--- src/rtl/memdec_pkg.sv ---
package memdec_pkg;
  localparam int ADDR_W = 16;

  typedef enum logic [2:0] {
    TGT_NONE = 3'd0,
    TGT_ROM  = 3'd1,
    TGT_SCR  = 3'd2,
    TGT_DRAM = 3'd3,
    TGT_SWAP = 3'd4,
    TGT_EXT  = 3'd5
  } tgt_e;

  // Data-only RAM regions: base address, size, target code
  localparam int NUM_DREG = 2;
  localparam int DREG_BASE [NUM_DREG] = '{32'h0060, 32'h0300};
  localparam int DREG_SIZE [NUM_DREG] = '{32, 256};

  function automatic tgt_e dreg_tgt(input int idx);
    return (idx == 0) ? TGT_SCR : TGT_DRAM;
  endfunction
endpackage

--- src/rtl/memdec_cfg.sv ---
module memdec_cfg (
  input  logic clk,
  input  logic rst_n,
  input  logic set_prog,
  input  logic set_data,
  output logic in_prog
);
  logic en;
  logic in_prog_d;

  always_comb begin
    en        = set_prog ^ set_data;
    in_prog_d = set_prog;
  end

  always_ff @(posedge clk or negedge rst_n) begin
    if (!rst_n)  in_prog <= 1'b0;
    else if (en) in_prog <= in_prog_d;
  end
endmodule

--- src/rtl/memdec_window.sv ---
module memdec_window #(
  parameter int ADDR_W = 16,
  parameter int BASE   = 0,
  parameter int WORDS  = 256,
  parameter int OFF_W  = 12
) (
  input  logic [ADDR_W-1:0] addr,
  output logic              hit,
  output logic [OFF_W-1:0]  off
);
  localparam logic [ADDR_W:0] BASE_X = (ADDR_W+1)'(BASE);
  localparam logic [ADDR_W:0] SIZE_X = (ADDR_W+1)'(WORDS);

  logic [ADDR_W:0] rel;

  always_comb begin
    rel = {1'b0, addr} - BASE_X;
    hit = ({1'b0, addr} >= BASE_X) && (rel < SIZE_X);
    off = hit ? rel[OFF_W-1:0] : '0;
  end
endmodule

--- src/rtl/memdec_core.sv ---
module memdec_core
  import memdec_pkg::*;
#(
  parameter int ADDR_W     = 16,
  parameter int OFF_W      = 12,
  parameter int ROM_WORDS  = 4096,
  parameter int SWAP_WORDS = 256,
  parameter int SWAP_DBASE = 32'h0200,
  parameter int SWAP_PBASE = 32'hFF00
) (
  input  logic              valid,
  input  logic              prog,
  input  logic [ADDR_W-1:0] addr,
  input  logic              rom_on,
  input  logic              swap_prog,
  output tgt_e              tgt,
  output logic [OFF_W-1:0]  off
);
  logic             rom_hit, swp_p_hit, swp_d_hit;
  logic [OFF_W-1:0] rom_off, swp_p_off, swp_d_off;
  logic             d_hit [NUM_DREG];
  logic [OFF_W-1:0] d_off [NUM_DREG];

  memdec_window #(.ADDR_W(ADDR_W), .BASE(0), .WORDS(ROM_WORDS), .OFF_W(OFF_W))
    u_rom (.addr(addr), .hit(rom_hit), .off(rom_off));

  memdec_window #(.ADDR_W(ADDR_W), .BASE(SWAP_PBASE), .WORDS(SWAP_WORDS), .OFF_W(OFF_W))
    u_swp_p (.addr(addr), .hit(swp_p_hit), .off(swp_p_off));

  memdec_window #(.ADDR_W(ADDR_W), .BASE(SWAP_DBASE), .WORDS(SWAP_WORDS), .OFF_W(OFF_W))
    u_swp_d (.addr(addr), .hit(swp_d_hit), .off(swp_d_off));

  for (genvar g = 0; g < NUM_DREG; g++) begin : g_dreg
    memdec_window #(.ADDR_W(ADDR_W), .BASE(DREG_BASE[g]), .WORDS(DREG_SIZE[g]), .OFF_W(OFF_W))
      u_win (.addr(addr), .hit(d_hit[g]), .off(d_off[g]));
  end

  always_comb begin
    tgt = TGT_NONE;
    off = '0;
    if (valid) begin
      if (prog) begin
        if (rom_on && rom_hit) begin
          tgt = TGT_ROM;
          off = rom_off;
        end else if (swap_prog && swp_p_hit) begin
          tgt = TGT_SWAP;
          off = swp_p_off;
        end else begin
          tgt = TGT_EXT;
        end
      end else begin
        tgt = TGT_EXT;
        if (!swap_prog && swp_d_hit) begin
          tgt = TGT_SWAP;
          off = swp_d_off;
        end
        for (int i = NUM_DREG - 1; i >= 0; i--) begin
          if (d_hit[i]) begin
            tgt = dreg_tgt(i);
            off = d_off[i];
          end
        end
      end
    end
  end
endmodule

--- src/rtl/memdec_outreg.sv ---
module memdec_outreg
  import memdec_pkg::*;
#(
  parameter int ADDR_W = 16,
  parameter int OFF_W  = 12
) (
  input  logic              clk,
  input  logic              rst_n,
  input  tgt_e              tgt_d,
  input  logic [OFF_W-1:0]  off_d,
  input  logic              prog,
  input  logic [ADDR_W-1:0] addr,
  output tgt_e              tgt_q,
  output logic [OFF_W-1:0]  off_q,
  output logic              ps_n_q,
  output logic              ds_n_q,
  output logic [ADDR_W-1:0] ext_q
);
  logic              is_ext;
  logic              ps_n_d, ds_n_d;
  logic [ADDR_W-1:0] ext_d;

  always_comb begin
    is_ext = (tgt_d == TGT_EXT);
    ps_n_d = !(is_ext && prog);
    ds_n_d = !(is_ext && !prog);
    ext_d  = is_ext ? addr : '0;
  end

  always_ff @(posedge clk or negedge rst_n) begin
    if (!rst_n) begin
      tgt_q  <= TGT_NONE;
      off_q  <= '0;
      ps_n_q <= 1'b1;
      ds_n_q <= 1'b1;
      ext_q  <= '0;
    end else begin
      tgt_q  <= tgt_d;
      off_q  <= off_d;
      ps_n_q <= ps_n_d;
      ds_n_q <= ds_n_d;
      ext_q  <= ext_d;
    end
  end
endmodule

--- src/rtl/dsp_mem_decoder.sv ---
module dsp_mem_decoder
  import memdec_pkg::*;
#(
  parameter int ROM_WORDS  = 4096,
  parameter int SWAP_WORDS = 256,
  parameter int SWAP_DBASE = 32'h0200,
  parameter int SWAP_PBASE = 32'hFF00,
  localparam int OFF_W     = $clog2(ROM_WORDS)
) (
  input  logic              clk,
  input  logic              rst_n,
  input  logic              rom_boot,
  input  logic              acc_valid,
  input  logic              acc_prog,
  input  logic [ADDR_W-1:0] acc_addr,
  input  logic              swap_to_prog,
  input  logic              swap_to_data,
  output logic [2:0]        hit_tgt,
  output logic [OFF_W-1:0]  hit_off,
  output logic              ext_prog_n,
  output logic              ext_data_n,
  output logic [ADDR_W-1:0] ext_addr
);
  logic swap_in_prog;
  tgt_e tgt_d, tgt_q;
  logic [OFF_W-1:0] off_d;

  memdec_cfg u_cfg (
    .clk(clk), .rst_n(rst_n),
    .set_prog(swap_to_prog), .set_data(swap_to_data),
    .in_prog(swap_in_prog)
  );

  memdec_core #(
    .ADDR_W(ADDR_W), .OFF_W(OFF_W), .ROM_WORDS(ROM_WORDS),
    .SWAP_WORDS(SWAP_WORDS), .SWAP_DBASE(SWAP_DBASE), .SWAP_PBASE(SWAP_PBASE)
  ) u_core (
    .valid(acc_valid), .prog(acc_prog), .addr(acc_addr),
    .rom_on(rom_boot), .swap_prog(swap_in_prog),
    .tgt(tgt_d), .off(off_d)
  );

  memdec_outreg #(.ADDR_W(ADDR_W), .OFF_W(OFF_W)) u_out (
    .clk(clk), .rst_n(rst_n),
    .tgt_d(tgt_d), .off_d(off_d), .prog(acc_prog), .addr(acc_addr),
    .tgt_q(tgt_q), .off_q(hit_off), .ps_n_q(ext_prog_n), .ds_n_q(ext_data_n),
    .ext_q(ext_addr)
  );

  assign hit_tgt = tgt_q;
endmodule

--- config.mk ---
export PLATFORM = sky130hd
export DESIGN_NAME = dsp_mem_decoder
export DESIGN_NICKNAME = d
export VERILOG_FILES = /design/src/rtl/memdec_pkg.sv /design/src/rtl/memdec_cfg.sv /design/src/rtl/memdec_window.sv /design/src/rtl/memdec_core.sv /design/src/rtl/memdec_outreg.sv /design/src/rtl/dsp_mem_decoder.sv
export SDC_FILE = /design/constraint.sdc
export NUM_CORES = 1
export LEC_CHECK = 0
export BUFFER_PORTS_ARGS = -buffer_cell sky130_fd_sc_hd__buf_2
export CORE_MARGIN = 10
export CORE_UTILIZATION = 45
export DETAILED_ROUTE_END_ITERATION = 16
export GPL_TIMING_DRIVEN = 0
export PLACE_DENSITY = 0.73
export SETUP_SLACK_MARGIN = 0.05
export SKIP_LAST_GASP = 1
export SLEW_MARGIN = 30
export SYNTH_ARGS = -nofsm -noshare
export SYNTH_HDL_FRONTEND = slang
export SYNTH_SLANG_ARGS = --single-unit
--- constraint.sdc ---
create_clock -name clk -period 1.95 [get_ports clk]
set_input_delay 0.2925 -clock clk [delete_from_list [all_inputs] [get_ports clk]]
set_output_delay 0.2925 -clock clk [all_outputs]
set_load 0.02 [all_outputs]
* After elaboration in Yosys (flattened, before gate mapping)
Index checks and enable logic that the tools add are counted.
** Word-level totals
- Bits in registers :: 34
- Output and inout port bits :: 33
- Logic and storage cells :: 52
** Cells by class
- Add/subtract/negate cells :: 4
- Magnitude comparators :: 9
- Equality and inequality tests :: 1
- Mux-type cells :: 18
- Bitwise logic cells :: 1
- Reduce and logical (&&, ||, !) cells :: 13
** Operator list (count)
- $mux W12 :: 10
- $lt A17 B9 Y1 const B :: 3
- $sub A16 B10 Y17 const B :: 2
- $ge A16 B10 Y1 const B :: 2
- $lt A17 B6 Y1 const B :: 1
- $sub A16 B16 Y17 const B :: 1
- $sub A16 B7 Y17 const B :: 1
- $ge A16 B16 Y1 const B :: 1
- $ge A16 B7 Y1 const B :: 1
- $lt A16 B13 Y1 const B :: 1
- $mux W16 :: 1
- $mux W3 :: 5
- $logic_and A1 B1 Y1 :: 9
- $logic_not A1 Y1 :: 4
- $eq A3 B3 Y1 const B :: 1
- $mux W1 :: 2
- $xor A1 B1 Y1 :: 1

* Logic depth before layout (Yosys ltp)
Gate-level depths: netlist of the first run.
- Depth after elaboration :: 12
- Mapped depth :: 9
- Mapped depth without buffers :: 8

* Cells and area by module
Synthesis of the first run repeated with hierarchy kept, for this count alone.
** Unflattened totals
- Cells, all modules :: 311
- Area total of the unflattened synthesis :: 2805.2 sq um
** Modules (own cells, without submodules)
- memdec_outreg :: instances 1, cells an instance 54, area an instance 1034.7 sq um, seq. area each 828.3 sq um
- memdec_core :: instances 1, cells an instance 122, area an instance 715.7 sq um, seq. area each 0.0 sq um
- memdec_window at u_core.u_swp_p :: instances 1, cells an instance 31, area an instance 270.3 sq um, seq. area each 0.0 sq um
- memdec_window at u_core.u_swp_d :: instances 1, cells an instance 36, area an instance 229.0 sq um, seq. area each 0.0 sq um
- memdec_window at u_core.g_dreg[0].u_win :: instances 1, cells an instance 30, area an instance 222.7 sq um, seq. area each 0.0 sq um
- memdec_window at u_core.g_dreg[1].u_win :: instances 1, cells an instance 20, area an instance 185.2 sq um, seq. area each 0.0 sq um
- memdec_window at u_core.u_rom :: instances 1, cells an instance 14, area an instance 110.1 sq um, seq. area each 0.0 sq um
- memdec_cfg :: instances 1, cells an instance 4, area an instance 37.5 sq um, seq. area each 25.0 sq um

* Least setup slack after synthesis of the first run
OpenSTA, ideal clock, no wires.
- Path kind :: input port to flip-flop
- Start point :: input port acc_addr[10]
- End point :: register u_out.ext_q[10]
- Setup time :: 0.079 ns
- Arrival time :: 1.930 ns
- Setup slack :: -0.059 ns
- Stages :: 9
- Buffers on the path :: 1
- Path through :: inv_1 ha_1 or2b_1 a21oi_1 a211oi_2 a31o_2 or3_4 buf_6 a21oi_1
** Between the ends
- Longest elaborated chain between the ends :: 11
** Ends and longest elaborated chain
- from (decl) :: line dsp_mem_decoder.sv:15 : input logic [ADDR_W-1:0] acc_addr,
- $sub A16 B10 Y17 :: line memdec_window.sv:17 : rel = {1'b0, addr} - BASE_X;
- $lt A17 B9 Y1 :: line memdec_window.sv:18 : hit = ({1'b0, addr} >= BASE_X) && (rel < SIZE_X);
- $logic_and A1 B1 Y1 :: line memdec_window.sv:18
- $logic_and A1 B1 Y1 :: line memdec_core.sv:54 : if (!swap_prog && swp_d_hit) begin
- $mux W1 :: line memdec_core.sv:54
- $mux W3 (2 in a row) :: line memdec_core.sv:59 : if (d_hit[i]) begin
- $mux W3 :: line memdec_core.sv:42 : if (prog) begin
- $mux W3 :: line memdec_core.sv:41 : if (valid) begin
- $eq A3 B3 Y1 :: line memdec_outreg.sv:24 : is_ext = (tgt_d == TGT_EXT);
- $mux W16 * :: line memdec_outreg.sv:27 : ext_d = is_ext ? addr : '0;
- named net u_out.ext_d[10] :: line memdec_outreg.sv:21 : logic [ADDR_W-1:0] ext_d;
- to (signal assigned) :: line memdec_outreg.sv:42 : ext_q <= ext_d;
- to (decl) :: line memdec_outreg.sv:17 : output logic [ADDR_W-1:0] ext_q
The timed path passes the listed nets; every way through them passes the cells marked *.
A chain may end at the register's enable or synchronous reset.

* Final worst setup path of the first run
- Start point :: input port acc_addr[5]
- End point :: register u_out.ext_q[9]
** Between the ends
- Longest elaborated chain between the ends :: 11
** Ends and longest elaborated chain (line)
- $sub A16 B10 Y17 :: memdec_window.sv:17
- $lt A17 B9 Y1 :: memdec_window.sv:18
- $logic_and A1 B1 Y1 :: memdec_window.sv:18
- $logic_and A1 B1 Y1 :: memdec_core.sv:54
- $mux W1 :: memdec_core.sv:54
- $mux W3 (2 in a row) :: memdec_core.sv:59
- $mux W3 * :: memdec_core.sv:42
- $mux W3 * :: memdec_core.sv:41
- $eq A3 B3 Y1 * :: memdec_outreg.sv:24
- $mux W16 * :: memdec_outreg.sv:27
- named net u_out.ext_d[9] :: memdec_outreg.sv:21
Marked as above.

==> results of run 1 <==
routing by layer:
layer | vias up | part of all wire [%] | global-route usage (%)
met5 | - | 0 | 0
met4 | 0 | 1.8 | 6.338
met3 | 6 | 8.4 | 5.011
met2 | 59 | 51 | 24.00
met1 | 677 | 38 | 14.14
li1 | 667 | - | -
cell type report:
type,count,area (um^2)
clock inverters,3,40.04
repair buffers,68,399.1
inverters,9,43.79
clock buffers,5,37.54
flip-flops and latches,34,853.3
fillers,292,1155
multi-input cells,102,808.3
well taps,46,57.56
plain buffers,3,21.27
logic make-up (layout without fill, tap and decap cells):
logic type	count (synthesis)	after routing
flip-flops	34	34
AO/OA/AOI/OAI	27	27
XOR/XNOR	1	1
buffers and inverters	13	88
adder cells (fa/ha/maj)	10	10
AND/OR/NAND/NOR	63	63
multiplexers	1	1
worst max-delay path by stage:
| stage | to | slack [ps] | cells past startpoint |
|---|---|---|---|
| floorplan | u_out.ext_q[10] | -10 | 9 |
| global placement | u_out.off_q[3] | -480 | 9 |
| detailed placement | u_out.off_q[3] | -570 | 9 |
| CTS | u_out.ext_q[10] | 50 | 10 |
| global route | u_out.ext_q[6] | 30 | 9 |
| finish | u_out.ext_q[9] | 80 | 9 |
synthesized netlist by cell type (2+ instances only):
library cell / count
a31oi_1: 3
inv_1: 9
dfrtp_1: 32
buf_6: 2
nor3_1: 6
buf_2: 2
nand3_1: 6
and2_1: 17
nor4_1: 2
nor3b_1: 2
a21oi_1: 10
nor2_1: 5
nand2b_1: 2
nand2_1: 11
ha_1: 9
dfstp_2: 2
o21ai_1: 3
what timing repair did:
action	CTS	global route
hold endpoints to repair	0	0
endpoints found under the setup margin	25	22
pin swaps	3	10
resized for setup	14	11
buffers inserted	10	5
flip-flops by register name, summed over array words and instances, names as in the netlist:
| name | count |
|---|---|
| u_out.ps_n_q | 1 |
| u_out.off_q | 12 |
| u_out.ds_n_q | 1 |
| u_out.tgt_q | 3 |
| u_cfg.in_prog | 1 |
| u_out.ext_q | 16 |
per-stage QoR:
step	setup WS (ps)	setup TNS, ps	power (uW)
after floorplan	-10.10	-50.51	893.9
after global placement	-477.7	-9987	988.5
after detailed placement	-574.5	-12510	999.8
after CTS	50.39	0	1520
after global routing	27.25	0	1603
final	79.69	0	1525
cells in the final DEF, fill, tap and decap left out, types with 4 or more instances in the layout:
| master | netlist | routed |
|---|---|---|
| nor3_1 | 6 | 6 |
| a21oi_1 | 10 | 5 |
| o21ai_1 | 3 | 4 |
| nor2_1 | 5 | 5 |
| ha_1 | 9 | 8 |
| and2_1 | 17 | 17 |
| buf_2 | 2 | 53 |
| inv_1 | 9 | 6 |
| dfrtp_1 | 32 | 32 |
| nand2_1 | 11 | 11 |
| nand3_1 | 6 | 4 |
| clkbuf_4 | 0 | 5 |
| a21oi_2 | 0 | 4 |
| buf_4 | 0 | 15 |
power breakdown:
group          leakage, uW  internal (uW)  switching, uW
clock network    0.0000450            265            230
registers         0.000445            738           8.34
logic             0.000664            110            173
==> reports/metrics.cfg, run 1 <==
[clock_tree]
cts_tree = built
cts_buffers = 5
hold_buffers = 0
path_clk_slew_ps = 110
clock-sinks = 34
clock_path_buffers = 2
root_buffer = clkbuf_4
insertion_delay_ps = 340
h-tree-depth = 2

[global_route]
grt_first_pass_wirelength_mm = 6.941
antenna_found_initial = 0
grt_pass1_vias = 1466
grt_usage_pct = 13.67
grt_max_degree = 35
grt_overflow = 0

[layout]
final_layout_size_suffix_gt1_share_pct = 46.88
final_area_um2 = 2261
final_util_pct = 66.19
stdcell_count = 270
area_delta_synth_final_pct = 38.79
n_antenna_cell = 0
fin_nets = 255

[timing]
rsz0062_at_grt = true
tightest_slew_ps = 708.0
min_period_ps = 1870
period_share_pct = 95.91
fmax_mhz = 534.7
hold_ws_ps = -6.697
slew-limit-headroom_pct = 52.80
finalHoldViolations = 8
setup_viol = 0
maxSlewViolCount = 0
skew_ps = 9.199

[critical_path]
crit_buf_inv = 2
cp.arrival_ps = 2140
crit_fanout = 6
cp-start-kind = input pin
r2r_end = u_out.off_q[0]
end_kind = register
cp_slowest_stage_delay_ps = 440
startpoint = acc_addr[5]
crit_type = input pin to register
cp_top_family = compound AO/OA/AOI/OAI gates
r2r_cells = 5
path_cells = buf_2, ha_1, o31a_1, buf_4, a21oi_2, a211oi_2, a31o_2, or3_4, a21oi_1
ff2ff_setup_slack_ps = 160
cp_data_required_time_ps = 2220
crit_slowest_cell = or3_4
reg2reg_from = u_cfg.in_prog

[logic_synthesis]
synth_top_area_cell = dfrtp_1
synth_top_family_by_area = simple AND/OR/NAND/NOR gates
synth.area.mux_share_pct = 0.6144
synth_top_area_share_pct = 49.16
syn_nets = 181
ys.flop_type = dfrtp_1
yosys.area_share.simple_pct = 22.96
synth-xor-area-share_pct = 0.5376
synth_cells = 149
synth_edf_count = 0
seq_area_frac_synth_pct = 52.38
synth.distinct_cells = 43
async_reset_ff_share_pct = 100.0
ys_ff_latch = 34
synth_compound_area_share_pct = 11.90
syn_area_um2 = 1629
synth_fa_ha_area_share_pct = 7.527
synth_area_leaders = dfrtp_1 (49%), ha_1 (6.9%), and2_1 (6.5%)
yosys_warnings = 0
syn_avg_cell_area_um2 = 10.93

[power_and_ir_drop]
p_leak_uw = 0.001154
vdd_ir_drop_max_mv = 0.3556
p_per_area_nw_per_um2 = 674.4

[place]
placed_cell_area_um2 = 1963
dp_cells = 248
dp_hpwl_mm = 3.245
gp_congestion = 0.9223
io_buffers = 53

[job]
cap_violations = 0

[route]
drt_iter0_markers = 47
ant_nets = 0
wirelength_mm = 4.431
drc = 0
post_drt_via_cell_ratio = 5.219
dr.pass1.iters = 4
wl_per_cell_um = 16.41
vias = 1409

[die]
die_y_um = 80.17
ios = 56
die_area_um2 = 6426
die_x_um = 80.17
rows = 21
core_um2 = 3416
initial_utilization_pct = 47.69

[run_status]
violations = hold timing
status = complete, but fails checks

[worst_hold_path]
min-delay-path-class = input pin to async pin

Power figures use the tool's default switching activity.
==> run 2, diff against run 1 <==
--- a/config.mk
+++ b/config.mk
@@ -7,10 +7,11 @@
 export LEC_CHECK = 0
 export BUFFER_PORTS_ARGS = -buffer_cell sky130_fd_sc_hd__buf_2
 export CORE_MARGIN = 10
-export CORE_UTILIZATION = 45
+export CORE_UTILIZATION = 49
 export DETAILED_ROUTE_END_ITERATION = 16
 export GPL_TIMING_DRIVEN = 0
-export PLACE_DENSITY = 0.73
+export PLACE_DENSITY = 0.78
+export REMOVE_ABC_BUFFERS = 1
 export SETUP_SLACK_MARGIN = 0.05
 export SKIP_LAST_GASP = 1
 export SLEW_MARGIN = 30
==> reports/metrics.cfg, run 2 (synthesis gave the netlist of run 1 again) <==
[clock_tree]
insertion_delay_ps = 340
cts_tree = built
clock_path_buffers = 2
clock-sinks = 34
cts_buffers = 5
path_clk_slew_ps = 100
hold_buffers = 0
root_buffer = clkbuf_4
h-tree-depth = 2

[route]
wirelength_mm = 4.254
drt_iter0_markers = 68
drc = 0
dr.pass1.iters = 4
wl_per_cell_um = 16.30
post_drt_via_cell_ratio = 5.264
ant_nets = 0
vias = 1374

[timing]
setup_viol = 0
skew_ps = 8.705
finalHoldViolations = 15
min_period_ps = 1872
tightest_slew_ps = 711.2
maxSlewViolCount = 0
rsz0062_at_grt = true
hold_ws_ps = -6.303
slew-limit-headroom_pct = 52.59
fmax_mhz = 534.1
period_share_pct = 96.02

[layout]
final_common_cell = buf_2
n_antenna_cell = 0
largestRegisters = u_out.ext_q (16), u_out.off_q (12), u_out.tgt_q (3)
largest_reg_flops = 16
top_register = u_out.ext_q
area_delta_synth_final_pct = 33.49
fin_nets = 248
stdcell_count = 261
layout_common_cells = buf_2 (53), dfrtp_1 (32), and2_1 (17), nand2_1 (11), buf_4 (11)
final_layout_size_suffix_gt1_share_pct = 46.08

[run_status]
status = complete, but fails checks
violations = hold timing

[die]
core_um2 = 3128
rows = 20
die_area_um2 = 6031
die_x_um = 77.66
ios = 56
die_y_um = 77.66
initial_utilization_pct = 52.08

[critical_path]
crit_type = input pin to register
startpoint = acc_addr[5]
cp_data_required_time_ps = 2220
crit_fanout = 6
end_kind = register
cp.arrival_ps = 2140
reg2reg_from = u_cfg.in_prog
cp-start-kind = input pin

[place]
dp_hpwl_mm = 3.133
io_buffers = 55
dp_cells = 244
gp_congestion = 0.8837

[power_and_ir_drop]
p_clk_share_pct = 28.4
pwr-share-comb_pct = 18.7
p_leak_uw = 0.001103
total_power_uw = 1411
p_int_uw = 1008
p_per_area_nw_per_um2 = 648.8
seqPwrFrac_pct = 52.9
vdd_ir_drop_max_mv = 0.3065
p_sw_uw = 403.2
swShare_pct = 28.58

[global_route]
antenna_found_initial = 0
grt_first_pass_wirelength_mm = 6.348
grt_overflow = 0
grt_pass1_vias = 1368
grt_usage_pct = 13.16
grt_max_degree = 35

[worst_hold_path]
min-delay-path-class = input pin to async pin

[job]
cap_violations = 0

run 2: worst max-delay path, stage by stage:
cell and delay (ps):
buf_2 130, ha_1 220, o31a_1 300, nor3b_2 200, o32ai_2 140, nand3_2 150, buf_4 130, or4b_4 460
o21ai_1 120
run 2: area by class of cell:
class                      count  area, um^2
sequential                    34       853.3
inverter                       9       47.55
tap                           44       55.05
multi-input combinational    102       810.8
timing repair buffer          64       347.8
clock buffer                   7       55.05
fill                         235       953.4
clock inverter                 1       5.005
run 2: final timing paths:
check                            endpoint  cells past startpoint  slack [ps]
max                        u_out.off_q[9]                      9          80
min                        u_out.ext_q[6]                      1          -6
max reg2reg                u_out.off_q[0]                      5         220
min reg2reg                 u_cfg.in_prog                      1         600
max in group asynchronous  u_out.ext_q[1]                      1        1500
min in group clk           u_out.ext_q[0]                      2         170
run 2: metal layers:
metal | GRT usage, % | share of wire, % | up-vias
met5 | 0 | 0 | -
met4 | 6.569 | 2.4 | 0
met1 | 13.56 | 39 | 654
met2 | 22.97 | 50 | 56
li1 | - | - | 654
met3 | 4.839 | 8.1 | 10
run 2: per-stage QoR:
step / area, um^2 / TNS (ps) / setup slack, ps / util, % / hold slack, ps
final: 2175 / 0 / 77.60 / 69.52 / -6.303
after global routing: 2175 / 0 / 14.10 / 69.52 / 48.13
after CTS: 2057 / 0 / 61.82 / 65.76 / 22.23
after detailed placement: 1927 / -13220 / -576.3 / 61.60 / 388.5
after global placement: 1927 / -10950 / -483.0 / 61.60 / 357.5
after floorplan: 1597 / 0 / 17.89 / - / -3.091
run 2: power by group through the flow:
stage / clock network, uW / registers (uW) / logic, uW
2_1_floorplan: 0 / 801 / 79.9
3_3_place_gp: 0 / 759 / 222
3_5_place_dp: 0 / 760 / 230
4_1_cts: 404 / 746 / 245
5_1_grt: 444 / 749 / 288
6_report: 400 / 746 / 264
run 2: what timing repair did:
item                                   in CTS  in global routing
buffers inserted                            2                  7
setup endpoints to repair                  25                 23
pin swaps                                   2                 10
endpoints found under the hold margin       0                  0
gates resized for setup                    15                 14
